$ cat config.mk
export PLATFORM = sky130hd
export DESIGN_NAME = qspi_frame_master
export DESIGN_NICKNAME = d
export VERILOG_FILES = /design/src/rtl/qfm_pkg.sv /design/src/rtl/qfm_ctrl.sv /design/src/rtl/qfm_datapath.sv /design/src/rtl/qspi_frame_master.sv
export SDC_FILE = /design/constraint.sdc
export NUM_CORES = 1
export LEC_CHECK = 0
export ABC_AREA = 1
export CAP_MARGIN = 10
export CORE_MARGIN = 10
export CORE_UTILIZATION = 47
export CTS_CLUSTER_SIZE = 14
export DETAILED_ROUTE_END_ITERATION = 16
export PLACE_DENSITY = 0.79
export SETUP_SLACK_MARGIN = 0.02
export SLEW_MARGIN = 40
export SYNTH_ARGS = -nofsm -noshare
export SYNTH_HDL_FRONTEND = slang
export SYNTH_SLANG_ARGS = --single-unit
$ cat constraint.sdc
create_clock -name clk -period 1.4 [get_ports clk]
set_input_delay 0.14 -clock clk [delete_from_list [all_inputs] [get_ports clk]]
set_output_delay 0.14 -clock clk [all_outputs]
set_load 0.005 [all_outputs]
$ cat src/rtl/qfm_pkg.sv
`timescale 1ns/1ps
package qfm_pkg;

  typedef enum logic [1:0] {
    REQ_WRITE = 2'd0,
    REQ_READ  = 2'd1,
    REQ_ERASE = 2'd2,
    REQ_NONE  = 2'd3
  } reqKind_t;

  localparam logic [7:0] OPC_WRITE = 8'h02;
  localparam logic [7:0] OPC_READ  = 8'h03;
  localparam logic [7:0] OPC_ERASE = 8'h20;

  // strobes from control to datapath
  typedef struct packed {
    logic load;     // capture request fields into the frame register
    logic shift;    // advance to next outgoing nibble
    logic capture;  // sample incoming nibble
    logic driveEn;  // lines driven by this block
  } dpCtrl_t;

  function automatic logic [7:0] opcodeOf(input logic [1:0] kind);
    case (kind)
      REQ_WRITE: opcodeOf = OPC_WRITE;
      REQ_READ:  opcodeOf = OPC_READ;
      default:   opcodeOf = OPC_ERASE;
    endcase
  endfunction

endpackage

$ cat src/rtl/qfm_ctrl.sv
`timescale 1ns/1ps
module qfm_ctrl
  import qfm_pkg::*;
#(
  parameter int DIV        = 4,
  parameter int ADDR_BYTES = 3
) (
  input  logic       clk,
  input  logic       rstN,
  input  logic       reqValid,
  input  logic [1:0] reqOp,
  output logic       busy,
  output logic       done,
  output logic       sclk,
  output logic       csN,
  output dpCtrl_t    dpCtrl
);

  localparam int DW       = (DIV > 2) ? $clog2(DIV) : 1;
  localparam int HALF     = DIV / 2;
  localparam int OUTB     = 2 * (1 + ADDR_BYTES);
  localparam int BEAT_MAX = OUTB + 2;
  localparam int BW       = $clog2(BEAT_MAX + 1);

  localparam logic [DW-1:0] DIV_LAST = DW'(DIV - 1);
  localparam logic [DW-1:0] HALF_M1  = DW'(HALF - 1);
  localparam logic [DW-1:0] HALF_V   = DW'(HALF);
  localparam logic [BW-1:0] OUTB_V   = BW'(OUTB);

  typedef enum logic {ST_IDLE, ST_SHIFT} state_t;

  state_t        state;
  logic [DW-1:0] divCnt;
  logic [BW-1:0] beatCnt;
  logic [BW-1:0] lastBeat;
  logic          readFrame;

  logic accept, riseNext, fallNext, inReadBeats, lastEnd;

  always_comb begin
    accept      = (state == ST_IDLE) && reqValid && (reqOp != REQ_NONE);
    riseNext    = (state == ST_SHIFT) && (divCnt == HALF_M1);
    fallNext    = (state == ST_SHIFT) && (divCnt == DIV_LAST);
    inReadBeats = readFrame && (beatCnt >= OUTB_V);
    lastEnd     = fallNext && (beatCnt == lastBeat);
  end

  always_ff @(posedge clk or negedge rstN) begin
    if (!rstN) begin
      state     <= ST_IDLE;
      divCnt    <= '0;
      beatCnt   <= '0;
      lastBeat  <= '0;
      readFrame <= 1'b0;
      done      <= 1'b0;
    end else begin
      done <= 1'b0;
      case (state)
        ST_IDLE: begin
          if (accept) begin
            state     <= ST_SHIFT;
            divCnt    <= '0;
            beatCnt   <= '0;
            readFrame <= (reqOp == REQ_READ);
            lastBeat  <= (reqOp == REQ_ERASE) ? BW'(OUTB - 1) : BW'(OUTB + 1);
          end
        end
        default: begin
          divCnt <= fallNext ? '0 : divCnt + 1'b1;
          if (lastEnd) begin
            state <= ST_IDLE;
            done  <= 1'b1;
          end else if (fallNext) begin
            beatCnt <= beatCnt + 1'b1;
          end
        end
      endcase
    end
  end

  always_comb begin
    busy           = (state == ST_SHIFT);
    csN            = (state == ST_IDLE);
    sclk           = (state == ST_SHIFT) && (divCnt >= HALF_V);
    dpCtrl.load    = accept;
    dpCtrl.shift   = fallNext && !lastEnd;
    dpCtrl.capture = riseNext && inReadBeats;
    dpCtrl.driveEn = (state == ST_SHIFT) && !inReadBeats;
  end


  done_single_chk: assert property (@(posedge clk) disable iff (!rstN)
    done |=> !done);


  done_after_frame_chk: assert property (@(posedge clk) disable iff (!rstN)
    done |-> ($past(busy) && !busy));


  cs_sclk_chk: assert property (@(posedge clk) disable iff (!rstN)
    csN |-> !sclk);


  busy_hold_chk: assert property (@(posedge clk) disable iff (!rstN)
    (busy && !lastEnd) |=> (busy && $stable(lastBeat) && $stable(readFrame)));


  beat_bound_chk: assert property (@(posedge clk) disable iff (!rstN)
    busy |-> (beatCnt <= lastBeat));


  none_ignored_chk: assert property (@(posedge clk) disable iff (!rstN)
    (!busy && reqValid && reqOp == REQ_NONE) |=> !busy);

endmodule

$ cat src/rtl/qfm_datapath.sv
`timescale 1ns/1ps
module qfm_datapath
  import qfm_pkg::*;
#(
  parameter int ADDR_BYTES = 3
) (
  input  logic                    clk,
  input  logic                    rstN,
  input  dpCtrl_t                 dpCtrl,
  input  logic [1:0]              reqOp,
  input  logic [8*ADDR_BYTES-1:0] reqAddr,
  input  logic [7:0]              reqWdata,
  input  logic [3:0]              ioIn,
  output logic [3:0]              ioOut,
  output logic [3:0]              ioOe,
  output logic [7:0]              rdata
);

  localparam int FRAME_W = 8 * (ADDR_BYTES + 2);

  logic [FRAME_W-1:0] frameReg;

  always_ff @(posedge clk or negedge rstN) begin
    if (!rstN) begin
      frameReg <= '0;
    end else if (dpCtrl.load) begin
      frameReg <= {opcodeOf(reqOp), reqAddr, reqWdata};
    end else if (dpCtrl.shift) begin
      frameReg <= {frameReg[FRAME_W-5:0], 4'h0};
    end
  end

  always_ff @(posedge clk or negedge rstN) begin
    if (!rstN) begin
      rdata <= '0;
    end else if (dpCtrl.capture) begin
      rdata <= {rdata[3:0], ioIn};
    end
  end

  always_comb begin
    ioOut = dpCtrl.driveEn ? frameReg[FRAME_W-1 -: 4] : 4'h0;
    ioOe  = {4{dpCtrl.driveEn}};
  end


  capture_released_chk: assert property (@(posedge clk) disable iff (!rstN)
    dpCtrl.capture |-> (ioOe == 4'h0));


  load_shift_excl_chk: assert property (@(posedge clk) disable iff (!rstN)
    !(dpCtrl.load && dpCtrl.shift));

endmodule

$ cat src/rtl/qspi_frame_master.sv
`timescale 1ns/1ps
module qspi_frame_master
  import qfm_pkg::*;
#(
  parameter int DIV = 4
) (
  input  logic        clk,
  input  logic        rstN,
  input  logic        reqValid,
  input  logic [1:0]  reqOp,
  input  logic [23:0] reqAddr,
  input  logic [7:0]  reqWdata,
  output logic        busy,
  output logic        done,
  output logic [7:0]  rdata,
  output logic        sclk,
  output logic        csN,
  output logic [3:0]  ioOut,
  output logic [3:0]  ioOe,
  input  logic [3:0]  ioIn
);

  localparam int ADDR_BYTES = 3;

  dpCtrl_t dpCtrl;

  qfm_ctrl #(.DIV(DIV), .ADDR_BYTES(ADDR_BYTES)) uCtrl (
    .clk      (clk),
    .rstN     (rstN),
    .reqValid (reqValid),
    .reqOp    (reqOp),
    .busy     (busy),
    .done     (done),
    .sclk     (sclk),
    .csN      (csN),
    .dpCtrl   (dpCtrl)
  );

  qfm_datapath #(.ADDR_BYTES(ADDR_BYTES)) uData (
    .clk      (clk),
    .rstN     (rstN),
    .dpCtrl   (dpCtrl),
    .reqOp    (reqOp),
    .reqAddr  (reqAddr),
    .reqWdata (reqWdata),
    .ioIn     (ioIn),
    .ioOut    (ioOut),
    .ioOe     (ioOe),
    .rdata    (rdata)
  );


  out_stable_chk: assert property (@(posedge clk) disable iff (!rstN)
    (sclk && $past(sclk)) |-> $stable(ioOut));


  idle_released_chk: assert property (@(posedge clk) disable iff (!rstN)
    csN |-> (ioOe == 4'h0));

endmodule

==> flow_summary_export.csv, run 1 <==
group,metric,value,unit
cells_and_area,diodes,0,
cells_and_area,multi_input_area,1630,µm²
clock_network,cts.sinks,60,
global_routing,grt_pass1_wl,13900,µm
cells_and_area,seqCellArea,1510,µm²
drt,remaining_drc_errors,0,
timing,tightest_slew,0.491,ns
worst_hold_path,hold_path.class,"input pin to async pin",
clock_network,clkTransAtPathRegs,0.08,ns
drt,wire_per_inst,16.8,µm
floorplan,dieArea,10300,µm²
cells_and_area,areaGrowthSynthToFinish,47.6,%
floorplan,start_util,0.489,
setup_path,critPathTopFamily,"simple AND/OR/NAND/NOR gates",
floorplan,io_pins,61,
clock_network,cts_buffer_depth,2,
setup_path,cp_slowest_cell,"dfrtp_1",
logic_synthesis,syn_area,3120,µm²
setup_path,r2r_start,"uCtrl.beatCnt[3]",
clock_network,numCtsBuffers,9,
placed_design,placed_cells,533,
timing,rsz0062_at_grt,"true",
setup_path,cp.required,1.63,ns
timing,slew_headroom,0.673,
floorplan,die_x,101,µm
placed_design,place_ws,-0.0742,ns
logic_synthesis,synth.distinct_cells,22,
setup_path,path_buf_inv,2,
global_routing,gr-total-overflow,0,
placed_design,io_buffers,60,
floorplan,die_h,101,µm
floorplan,rows,29,
timing,timing.final.ws_setup,-0.0995,ns
logic_synthesis,synth_nets,450,
logic_synthesis,yosys_warnings,0,
setup_path,r2r_cells,8,
pwr,ir_drop,1200,µV
drt,ant_nets,0,
setup_path,crit_type,"register to register",
setup_path,cp_max_fo,8,
timing,setup_viol,38,
setup_path,regToRegSetupSlack,-0.1,ns
clock_network,cts_tree,"yes",
logic_synthesis,synth_area_per_cell,7.72,µm²
global_routing,first_global_vias,3029,
timing,clock_skew,0.00888,ns
setup_path,crit_path_end_kind,"register",
pwr,leakagePower,2.38,nW
cells_and_area,fin_nets,538,
floorplan,core,6390,µm²
clock_network,clk_latency,0.35,ns
cells_and_area,layout_commonest_cell,"nand2_1",
cells_and_area,nFillCells,495,
drt,drtPass1Iterations,5,
cells_and_area,final_cell_mix,"nand2_1 (154), nand3_1 (60), dfrtp_1 (57)",
clock_network,cts_root_buffer,"clkbuf_8",
status,violations,"negative setup slack",
setup_path,path_cells,"buf_6 > nand2_2 > nand2_2 > nor2_4 > nand3_4 > buf_12 > nand3_2 > nand2_1",
drt,drt_iter0_markers,245,
global_routing,grt.total_usage,0.166,
setup_path,crit_path_frequent_cell,"nand2_2",
logic_synthesis,ys_ff_latch,60,
logic_synthesis,yosysSeqAreaShare,0.481,
timing,hold_violations,0,
status,status,"finished, violations left",
setup_path,max_stage_delay,0.40,ns
global_routing,antenna_found_initial,0,
placed_design,dp_hpwl,5350,µm
drt,vias_per_cell,5.51,
global_routing,grt_max_degree,48,
drt,vias,3161,
drt,finalWirelength,9620,µm
clock_network,htreeDepth,3,
setup_path,crit_arrival,1.73,ns
timing,drv_slew,0,
flow_run,max_cap_viol_count,0,
cells_and_area,instances_no_fill,574,
timing,fin_crit_sh,1.07,
timing,fin_crit,1.50,ns
placed_design,gp_routability_congestion,0.903,
setup_path,timing.rr.end,"uData.frameReg[10]",
timing,fmax,0.667,GHz
cells_and_area,drive_gt1_frac,0.272,
setup_path,start_kind,"register",
pwr,cellPowerDensity,2000,nW/µm²
logic_synthesis,syn_inst,404,
==> what timing repair did <==
item,4_1_cts,5_1_grt
endpoints found under the hold margin,14,0
hold buffers,1,0
setup buffers,7,9
gates resized for setup,61,59
pin swaps,3,31
gates cloned,2,6
endpoints found under the setup margin,57,65
==> synthesized netlist by cell type (all sizes together) <==
master	number	area share
a21oi	3	0.0048
buf	27	0.057
dfrtp	60	0.48
ha	5	0.020
inv	24	0.029
mux2	2	0.0072
nand2	168	0.21
nand3	87	0.15
nand4	2	0.0040
nor2	16	0.024
o21ai	8	0.013
o22ai	1	0.0020
xnor2	1	0.0028
==> cell type report <==
| class | instances | share of cell area |
|---|---|---|
| clock inverter | 7 | 0.0217 |
| inverter | 24 | 0.0223 |
| tap | 77 | 0.0209 |
| multi-input combinational | 296 | 0.355 |
| sequential | 60 | 0.327 |
| clock buffer | 9 | 0.0269 |
| timing repair buffer | 101 | 0.227 |
==> metal layers <==
layer | global-route usage | share of wire
met1 | 0.192 | 0.37
met2 | 0.278 | 0.52
met3 | 0.0517 | 0.083
met4 | 0.0686 | 0.024
met5 | 0 | 0
==> per-stage QoR <==
stage               power [mW]  utilization  area [µm²]  TNS, ns  hold slack [ns]
detailed placement        6.34        0.605        3860    -1.54            0.113
floorplan                 5.15            -        3120        0           -0.156
global placement          6.17        0.605        3860   -0.560            0.105
CTS                       8.41        0.661        4220  -0.0766            0.271
global route              9.84        0.721        4610    -4.42            0.302
finish                    9.20        0.721        4610    -2.04            0.274
==> worst max path at each step <==
stage | start | end | slack [ns] | depth (start not counted)
6_report | uCtrl.beatCnt[3] | uData.frameReg[10] | -0.1 | 8
4_1_cts | uCtrl.divCnt[0] | sclk | -0.05 | 5
2_1_floorplan | uCtrl.divCnt[1] | uData.rdata[3] | 0.07 | 5
3_3_place_gp | reqValid | uData.frameReg[22] | -0.04 | 8
5_1_grt | uCtrl.beatCnt[3] | uData.frameReg[10] | -0.14 | 9
3_5_place_dp | reqValid | uData.frameReg[10] | -0.07 | 8
==> report_power, final <==
part	leakage [nW]	switching [mW]	internal (mW)
combinational	1.51	2.56	1.94
clock	0.102	0.767	1.01
sequential	0.773	0.490	2.43
==> sequential cells by signal (all words and copies together) (netlist names) <==
signal           flops
uCtrl.beatCnt        4
uCtrl.busy           1
uCtrl.divCnt         2
uCtrl.done           1
uCtrl.lastBeat       3
uCtrl.readFrame      1
uData.frameReg      40
uData.rdata          8
==> cells by family after synthesis <==
| logic type | synth area share |
|---|---|
| adders and majority gates | 0.0200 |
| and+or+nand+nor | 0.383 |
| xor gates and xnor gates | 0.00281 |
| AOI/OAI and AO/OA | 0.0196 |
| muxes | 0.00722 |
| buffers and inverters | 0.0862 |
| DFF | 0.481 |
==> worst reg2reg max path: cells and delay by family, from the launching register on <==
family,cells,cell delay [ns]
flip-flops,1,0.40
buffers and inverters,2,0.34
AND/OR/NAND/NOR,6,0.65
No activity file was read; power rests on OpenSTA's default activity.
==> run 2, diff against run 1 <==
Settings changed: SLEW_MARGIN 40 to 20.
==> results of run 2 <==
Final layout, timing and power as in run 1 (identical DEF).
